===== src/rtl/pbank_pkg.sv =====
package pbank_pkg;
   localparam int unsigned BYTE_W = 8;

   // number of parity groups for a word of dw bits
   function automatic int unsigned group_count(input int unsigned dw, input bit per_byte);
      return per_byte ? dw / BYTE_W : 1;
   endfunction
endpackage


===== src/rtl/pbank_pgen.sv =====
module pbank_pgen #(
   parameter int unsigned DATA_W = 32,
   parameter int unsigned GRP_W  = 8,
   parameter bit          ODD    = 1'b0
) (
   input  logic [DATA_W-1:0]       data,
   output logic [DATA_W/GRP_W-1:0] par
);
   localparam int unsigned NG = DATA_W / GRP_W;

   if (DATA_W % GRP_W != 0) begin : g_bad_grp
      $error("pbank_pgen: DATA_W must be a multiple of GRP_W");
   end

   for (genvar g = 0; g < NG; g++) begin : g_grp
      assign par[g] = (^data[g*GRP_W +: GRP_W]) ^ ODD;
   end
endmodule


===== src/rtl/pbank_pchk.sv =====
module pbank_pchk #(
   parameter int unsigned DATA_W = 32,
   parameter int unsigned GRP_W  = 8,
   parameter bit          ODD    = 1'b0
) (
   input  logic [DATA_W-1:0]       data,
   input  logic [DATA_W/GRP_W-1:0] stored,
   output logic                    mismatch
);
   localparam int unsigned NG = DATA_W / GRP_W;
   logic [NG-1:0] fresh;

   pbank_pgen #(.DATA_W(DATA_W), .GRP_W(GRP_W), .ODD(ODD)) u_gen (
      .data (data),
      .par  (fresh)
   );

   assign mismatch = |(fresh ^ stored);
endmodule


===== src/rtl/pbank_errlog.sv =====
module pbank_errlog #(
   parameter int unsigned ADDR_W = 3
) (
   input  logic              clk,
   input  logic              rst_n,
   input  logic              set,
   input  logic [ADDR_W-1:0] set_addr,
   input  logic              clr,
   output logic              err,
   output logic [ADDR_W-1:0] err_addr
);
   always_ff @(posedge clk or negedge rst_n) begin
      if (!rst_n) begin
         err      <= 1'b0;
         err_addr <= '0;
      end else if (set) begin
         err <= 1'b1;
         if (!err || clr) err_addr <= set_addr;
      end else if (clr) begin
         err <= 1'b0;
      end
   end

   p_set_r7: assert property (@(posedge clk) disable iff (!rst_n) set |=> err)
      else $error("R7: error flag did not set");
   p_clear_r7: assert property (@(posedge clk) disable iff (!rst_n) clr && !set |=> !err)
      else $error("R7: error flag did not clear");
   p_hold_r7: assert property (@(posedge clk) disable iff (!rst_n) err && !clr |=> err)
      else $error("R7: error flag dropped without clear");
   p_addr_hold_r8: assert property (@(posedge clk) disable iff (!rst_n) err && !clr |=> $stable(err_addr))
      else $error("R8: error address moved while flag held");
   p_set_wins_r9: assert property (@(posedge clk) disable iff (!rst_n) set && clr |=> err && (err_addr == $past(set_addr)))
      else $error("R9: clear beat a new fault");
endmodule


===== src/rtl/parity_reg_bank.sv =====
module parity_reg_bank #(
   parameter int unsigned DATA_W   = 32,
   parameter int unsigned NUM_REGS = 8,
   parameter bit          PER_BYTE = 1'b1,
   parameter bit          ODD      = 1'b0,
   parameter int unsigned ADDR_W   = $clog2(NUM_REGS)
) (
   input  logic                          clk,
   input  logic                          rst_n,
   input  logic                          wr_en,
   input  logic                          rd_en,
   input  logic [ADDR_W-1:0]             addr,
   input  logic [DATA_W-1:0]             wdata,
   input  logic [DATA_W/pbank_pkg::BYTE_W-1:0] wbe,
   input  logic                          inj_err,
   input  logic                          err_clr,
   output logic [DATA_W-1:0]             rdata,
   output logic                          rvalid,
   output logic                          rd_err,
   output logic                          err_flag,
   output logic [ADDR_W-1:0]             err_addr
);
   import pbank_pkg::*;

   localparam int unsigned BE_W  = DATA_W / BYTE_W;
   localparam int unsigned NG    = group_count(DATA_W, PER_BYTE);
   localparam int unsigned GRP_W = DATA_W / NG;
   localparam logic [NG-1:0] RST_PAR = ODD ? '1 : '0;

   if (DATA_W % BYTE_W != 0 || DATA_W == 0) begin : g_bad_width
      $error("parity_reg_bank: DATA_W must be a non-zero multiple of 8");
   end
   if (NUM_REGS < 2 || (1 << ADDR_W) != NUM_REGS) begin : g_bad_depth
      $error("parity_reg_bank: NUM_REGS must be a power of two, at least 2");
   end

   logic [DATA_W-1:0] mem_d [NUM_REGS];
   logic [NG-1:0]     mem_p [NUM_REGS];

   // ---------------- write path ----------------
   logic [DATA_W-1:0] cur_d, merged;
   logic [NG-1:0]     cur_p, gen_w, new_p;
   logic              wr_go;

   assign cur_d = mem_d[addr];
   assign cur_p = mem_p[addr];
   assign wr_go = wr_en && (|wbe);

   for (genvar b = 0; b < BE_W; b++) begin : g_merge
      assign merged[b*BYTE_W +: BYTE_W] = wbe[b] ? wdata[b*BYTE_W +: BYTE_W]
                                                 : cur_d[b*BYTE_W +: BYTE_W];
   end

   pbank_pgen #(.DATA_W(DATA_W), .GRP_W(GRP_W), .ODD(ODD)) u_wgen (
      .data (merged),
      .par  (gen_w)
   );

   if (PER_BYTE) begin : g_byte_par
      for (genvar g = 0; g < NG; g++) begin : g_sel
         assign new_p[g] = wbe[g] ? (gen_w[g] ^ inj_err) : cur_p[g];
      end
   end else begin : g_word_par
      assign new_p = gen_w ^ {NG{inj_err}};
   end

   always_ff @(posedge clk or negedge rst_n) begin
      if (!rst_n) begin
         for (int i = 0; i < NUM_REGS; i++) begin
            mem_d[i] <= '0;
            mem_p[i] <= RST_PAR;
         end
      end else if (wr_go) begin
         mem_d[addr] <= merged;
         mem_p[addr] <= new_p;
      end
   end

   // ---------------- read path ----------------
   logic rd_mism;

   pbank_pchk #(.DATA_W(DATA_W), .GRP_W(GRP_W), .ODD(ODD)) u_rchk (
      .data     (cur_d),
      .stored   (cur_p),
      .mismatch (rd_mism)
   );

   always_ff @(posedge clk or negedge rst_n) begin
      if (!rst_n) begin
         rdata  <= '0;
         rvalid <= 1'b0;
         rd_err <= 1'b0;
      end else begin
         rvalid <= rd_en;
         rd_err <= rd_en && rd_mism;
         if (rd_en) rdata <= cur_d;
      end
   end

   pbank_errlog #(.ADDR_W(ADDR_W)) u_log (
      .clk      (clk),
      .rst_n    (rst_n),
      .set      (rd_en && rd_mism),
      .set_addr (addr),
      .clr      (err_clr),
      .err      (err_flag),
      .err_addr (err_addr)
   );

   p_rvalid_r2: assert property (@(posedge clk) disable iff (!rst_n) rd_en |=> rvalid)
      else $error("R2: missing read valid");
   p_no_rvalid_r2: assert property (@(posedge clk) disable iff (!rst_n) !rd_en |=> !rvalid)
      else $error("R2: spurious read valid");
   p_rerr_valid_r5: assert property (@(posedge clk) disable iff (!rst_n) rd_err |-> rvalid && err_flag)
      else $error("R5: read error outside a read or without sticky flag");
   p_empty_write_r3: assert property (@(posedge clk) disable iff (!rst_n)
         wr_en && (wbe == '0) && rd_en |=> rdata == $past(cur_d))
      else $error("R3: empty write disturbed read data");
endmodule


===== config.mk =====
export PLATFORM = sky130hd
export DESIGN_NAME = parity_reg_bank
export DESIGN_NICKNAME = d
export VERILOG_FILES = /design/src/rtl/pbank_pkg.sv /design/src/rtl/pbank_pgen.sv /design/src/rtl/pbank_pchk.sv /design/src/rtl/pbank_errlog.sv /design/src/rtl/parity_reg_bank.sv
export SDC_FILE = /design/constraint.sdc
export NUM_CORES = 1
export LEC_CHECK = 0
export ABC_AREA = 1
export CORE_MARGIN = 5
export CORE_UTILIZATION = 55
export DETAILED_ROUTE_END_ITERATION = 12
export PLACE_DENSITY_LB_ADDON = 0.15
export SKIP_CTS_REPAIR_TIMING = 1
export SLEW_MARGIN = 20
export SYNTH_ARGS = -nofsm -noshare
export SYNTH_HDL_FRONTEND = slang
export SYNTH_SLANG_ARGS = --single-unit

===== constraint.sdc =====
create_clock -name clk -period 3.2 [get_ports clk]
set_clock_uncertainty 0.2 [all_clocks]
set_input_delay 0.32 -clock clk [delete_from_list [all_inputs] [get_ports clk]]
set_output_delay 0.32 -clock clk [all_outputs]
set_load 0.005 [all_outputs]

Yosys cells after proc, flatten, opt, wreduce, memory -nomap -nowiden
Cells that the tools add are included.
{ "totals": {"register_bits": 326, "in_bits": 45, "elab_cells": 68} }
{ "classes": {"n_mux": 22, "bitwise": 6, "n_lt_le_gt_ge": 2, "n_reduce_logical": 17} }
{ "op_table": {"columns": ["op", "count"], "rows": [
  ["$bwmux 256", 1],
  ["$bmux 32 s3", 1],
  ["$demux 32 s3", 1],
  ["$mux 32", 3],
  ["$reduce_xor 8->1", 8],
  ["$bwmux 32", 1],
  ["$mux 8", 4],
  ["$bmux 4 s3", 1],
  ["$demux 4 s3", 1],
  ["$mux 4", 3],
  ["$reduce_or 4->1", 2],
  ["$mux 1", 6],
  ["$ge 4x4->1 const B", 1],
  ["$lt 4x1->1 const B", 1],
  ["$not 3->4", 1],
  ["$xor 1x1->1", 4],
  ["$xor 4x4->4", 1],
  ["$logic_and 1x1->1", 3],
  ["$reduce_and 2->1", 1],
  ["$reduce_bool 2->1", 1],
  ["$logic_not 1->1", 1],
  ["$logic_or 1x1->1", 1]
]} }

Longest topological paths before layout
{ "logic_depth": {"ltp_word": 9, "mapped_depth": 23} }

Modules after synthesis
Synthesis repeated with hierarchy kept, for this count alone.
{ "unflattened": {"cells_unflattened": 2715, "area_unflattened_um2": 18357.6} }
{ "by_module_without_submodules": {"columns": ["mod", "area_per_inst_um2", "n_inst", "cells_each"], "rows": [
  ["parity_reg_bank", 16698.5, 1, 2298],
  ["pbank_pgen", 705.7, 2, 188],
  ["pbank_errlog", 161.4, 1, 18],
  ["pbank_pchk", 86.3, 1, 23]
]} }

Worst setup path before layout
No wires, ideal clock.
{ "synth_timing": {"path_kind": "input port to flip-flop", "startpoint": "input port addr[0]", "endpoint": "register mem_p[11] in the netlist's numbering", "path_slack_ps": 891, "arrival_ps": 1991, "t_required_ps": 2882, "setup_ps": 118, "stages": 15, "cell_sequence": "buf_6 buf_6 buf_4 o211ai_1 nand2_1 nor2_2 nand2_1 nand2_2 xnor2_1 xor2_1 nand3_1 nand2_2 nand2_4 nand3_1 nand2_1"} }
{ "synth_via": {"elab_chain_cells": 9} }
{ "synth_rtl": {"columns": ["element", "line_no", "text"], "rows": [
  ["start: declaration", "parity_reg_bank.sv:12", "input logic [ADDR_W-1:0] addr,"],
  ["$not 3->4 (not written as such) *", "parity_reg_bank.sv:45, parity_reg_bank.sv:46, parity_reg_bank.sv:75", null],
  ["$bmux 32 s3", "parity_reg_bank.sv:45", "assign cur_d = mem_d[addr];"],
  ["$mux 32 (not written as such) (2 in a row)", "parity_reg_bank.sv:45", null],
  ["$mux 8", "parity_reg_bank.sv:50", "assign merged[b*BYTE_W +: BYTE_W] = wbe[b] ? wdata[b*BYTE_W +: BYTE_W]"],
  ["$reduce_xor 8->1", "pbank_pgen.sv:16", "assign par[g] = (^data[g*GRP_W +: GRP_W]) ^ ODD;"],
  ["$xor 1x1->1", "parity_reg_bank.sv:61", "assign new_p[g] = wbe[g] ? (gen_w[g] ^ inj_err) : cur_p[g];"],
  ["$mux 1", "parity_reg_bank.sv:61", null],
  ["$bwmux 32 *", "parity_reg_bank.sv:75", "mem_p[addr] <= new_p;"],
  ["end signal: indexed assignment", "parity_reg_bank.sv:75", null],
  ["end: declaration", "parity_reg_bank.sv:38", "logic [NG-1:0] mem_p [NUM_REGS];"]
]} }
Every way passes the cells marked *; elsewhere a longest branch is shown, timed or not. The select of a mux whose other input is x is not followed.
A chain may end at the register's enable or synchronous reset.

Final worst setup path
{ "layout_timing": {"startpoint": "input port addr[2]", "endpoint": "register u_log.err_addr[1]"} }
{ "layout_via": {"elab_chain_cells": 9} }
{ "layout_rtl": {"columns": ["element", "line_no", "text"], "rows": [
  ["$not 3->4 (not written as such) *", "parity_reg_bank.sv:45, parity_reg_bank.sv:46", null],
  ["$bmux 32 s3", "parity_reg_bank.sv:45", null],
  ["$mux 32 (not written as such) (2 in a row)", "parity_reg_bank.sv:45", null],
  ["$reduce_xor 8->1", "pbank_pgen.sv:16", null],
  ["$xor 4x4->4 *", "pbank_pchk.sv:18", "assign mismatch = |(fresh ^ stored);"],
  ["$reduce_or 4->1 *", "pbank_pchk.sv:18", null],
  ["$logic_and 1x1->1 *", "parity_reg_bank.sv:103", ".set (rd_en && rd_mism),"],
  ["$reduce_and 2->1 (no source line) *", null, null],
  ["end signal: assignment", "pbank_errlog.sv:18", "if (!err || clr) err_addr <= set_addr;"],
  ["end: declaration", "pbank_errlog.sv:10", "output logic [ADDR_W-1:0] err_addr"]
]} }
Marked as above.

==> results.sh <==
export IMPL_antenna_cells=0
export IMPL_grt_max_degree=76
export IMPL_cts_max_level=2
export IMPL_path_cells="clkdlybuf4s50_1, buf_12, nand2_4, buf_4, nor2_1, o21ai_0, nand2_1, inv_1, nand2_1, nand2_1, nand2_1, nand2_1, nand2_1, nand3_1, nand2_1, inv_1, nor2_1, buf_4, nand3_2, nand3_1, nand2_1, nand2_1"
export IMPL_cts_tree="built"
export IMPL_clk_insertion_delay_late_ps=520
export IMPL_async_flop_share_pct=100
export IMPL_antenna_found_initial=0
export IMPL_r2r_start="mem_d[126]"
export IMPL_synthTopCellsByArea="dfrtp_1, nand2_1, o21ai_0"
export IMPL_setup_viol=0
export IMPL_fmax_mhz=377
export IMPL_ys_warn_count=0
export IMPL_die_w_microns=186
export IMPL_finalHoldViolations=0
export IMPL_syn_nets=2354
export IMPL_max_vdd_ir_drop_mv=0.367
export IMPL_worst_pin_slew_ps=912
export IMPL_place_inst=2752
export IMPL_worstSetupStartpointType="primary input"
export IMPL_cts_root_buffer="clkbuf_16"
export IMPL_maxCapViolations=0
export IMPL_dp_hpwl_mm=31.2
export IMPL_ant_nets=0
export IMPL_synth_distinct_cells=45
export IMPL_crit_arrival_ps=2910
export IMPL_track_usage_pct=26.8
export IMPL_drc=0
export IMPL_fillers=2655
export IMPL_yosys_area_top_type="dfrtp_1"
export IMPL_cp_end_kind="register"
export IMPL_crit_top_cell="nand2_1"
export IMPL_core_sq_um=30700
export IMPL_p_per_area_nw_per_um2=666
export IMPL_vias_per_cell=5.34
export IMPL_firstDrtPassIters=5
export IMPL_io_pins=83
export IMPL_finalMaxSlewViolations=0
export IMPL_die_area_sq_um=34800
export IMPL_yosys_top_cells_count="nand2_1, dfrtp_1, o21ai_0"
export IMPL_core_rowCount=64
export IMPL_ff2ff_path_depth=17
export IMPL_crit_family="simple AND/OR/NAND/NOR gates"
export IMPL_synth_edf_count=0
export IMPL_area_growth_pct=16.0
export IMPL_slowest_delay_ps=510
export IMPL_start_util_pct=55.8
export IMPL_slowest_stage="clkdlybuf4s50_1"
export IMPL_leakagePower_nw=10.3
export IMPL_finalSetupTns_ps=0
export IMPL_worstSetupPathType="in2reg"
export IMPL_cts_buffers=38
export IMPL_vias=15100
export IMPL_reg2reg_to="u_log.err_addr[1]"
export IMPL_first_global_vias=14600
export IMPL_clk_pin_slew_worst_paths_ps=60
export IMPL_cts_max_path_buffers=3
export IMPL_path_max_fanout=10
export IMPL_worstPathRequired_ps=3450
export IMPL_path_depth=22
export IMPL_port_buffer_count=82
export IMPL_fin_cells=2821
export IMPL_rsz0062_at_grt="false"
export IMPL_wl_mm=47.0
export IMPL_cp_buffers_inverters=6
export IMPL_yosysMostFrequentCell="nand2_1"
export IMPL_synthesis_area_sq_um=17100
export IMPL_wire_per_inst_microns=16.6
export IMPL_grt_overflow_total=0
export IMPL_finalCritPeriodShare_pct=82.8
export IMPL_syn_area_per_cell_sq_um=7.42
export IMPL_first_iter_violations=1300
export IMPL_nets=2442
export IMPL_ys_seq_area_share_pct=47.6
export IMPL_period_needed_ps=2650
export IMPL_reg2reg_slack_ps=750
export IMPL_grt_pass1_wl_mm=77.5
export IMPL_synth_top_area_share_pct=47.6
export IMPL_cts_sinks=326
export IMPL_drive_gt1_share_pct=11.3
export IMPL_status="complete, no violations"
export IMPL_hp_class="in2async"
export IMPL_maxSlewHeadroom_pct=39.1
export IMPL_synth_seq_cells=326
export IMPL_routabilityCongestion=0.887
export IMPL_ys_flop_type="dfrtp_1"
export IMPL_die_h_microns=186
export IMPL_synth_cells=2309
## cell usage in the layout (no fill, tap or decap), types with 5 or more instances in the layout
cell type        netlist  routed
buf_12                 0      18
o21ai_0              301     301
clkbuf_16              0      39
clkinv_1               6       6
nor2_2                12      15
clkinv_2               0       6
clkbuf_1              47       7
nand3_2                8       8
or2_1                  6       6
nand2_2               32      32
o211ai_1               5       5
nand3_1               93      93
xnor2_1                8       8
o21ai_2                7       7
clkbuf_8               0      12
buf_4                  7      61
o21ai_1               20      20
nand2_1              999     999
clkdlybuf4s50_1        0      79
dfrtp_1              326     326
inv_1                210     210
nor2_4                 9       9
a31oi_1               10      10
nor2_1                65      62
or2_2                 28      28
inv_2                  9       9
nand2_4                8       8
## sequential cells by signal (all words and copies together) (netlist names)
signal,cells
u_log.err,1
rd_err,1
mem_d,256
rdata,32
u_log.err_addr,3
mem_p,32
rvalid,1
## worst max-delay path by stage
stage,endpoint,from,slack (ps)
floorplan,mem_p[11],addr[0],890
global placement,u_log.err_addr[1],addr[2],110
detailed placement,u_log.err_addr[0],addr[2],40
CTS,u_log.err_addr[0],addr[2],570
global route,u_log.err_addr[1],addr[2],310
finish,u_log.err_addr[1],addr[2],550
## cell type report
class / instances / area (sq um) / share of cell area (%)
multi-input combinational: 1642 / 7410 / 37.3
clock buffer: 58 / 1170 / 5.88
inverter: 228 / 866 / 4.36
tap: 396 / 495 / 2.49
clock inverter: 10 / 129 / 0.649
timing repair buffer: 161 / 1640 / 8.25
sequential: 326 / 8160 / 41.1
## power breakdown
group	switching, W	internal [W]	leakage [nW]
Clock	0.00171	0.00275	0.646
Sequential	0.000473	0.00507	4.08
Combinational	0.00197	0.00125	5.54
## per-layer routing
| layer | up-vias | global-route usage, % | part of all wire (%) |
|---|---|---|---|
| met5 | - | 0 | 0 |
| met4 | 0 | 7.01 | 2.5 |
| met3 | 91 | 4.52 | 7.3 |
| met2 | 534 | 43.0 | 46 |
| met1 | 7086 | 38.4 | 44 |
| li1 | 7355 | - | - |
## cell families after synthesis
group                  Yosys count  synth area share, %
buffers and inverters          341                 9.15
XOR/XNOR                        16                0.994
AO/OA/AOI/OAI                  359                 11.3
flip-flops                     326                 47.6
AND/OR/NAND/NOR               1267                 30.9
## through the flow
stage / total power (W) / util, % / area, sq um / hold slack, ps / setup WS (ps)
finish: 0.0132 / 64.8 / 19900 / 124 / 549
global route: 0.0141 / 64.8 / 19900 / 178 / 313
CTS: 0.0133 / 64.7 / 19900 / -456 / 572
detailed placement: 0.00879 / 60.5 / 18600 / 87.9 / 38.5
global placement: 0.00868 / 60.5 / 18600 / 90.1 / 112
floorplan: 0.00768 / - / 17100 / -176 / 891
Power figures use the tool's default switching activity.
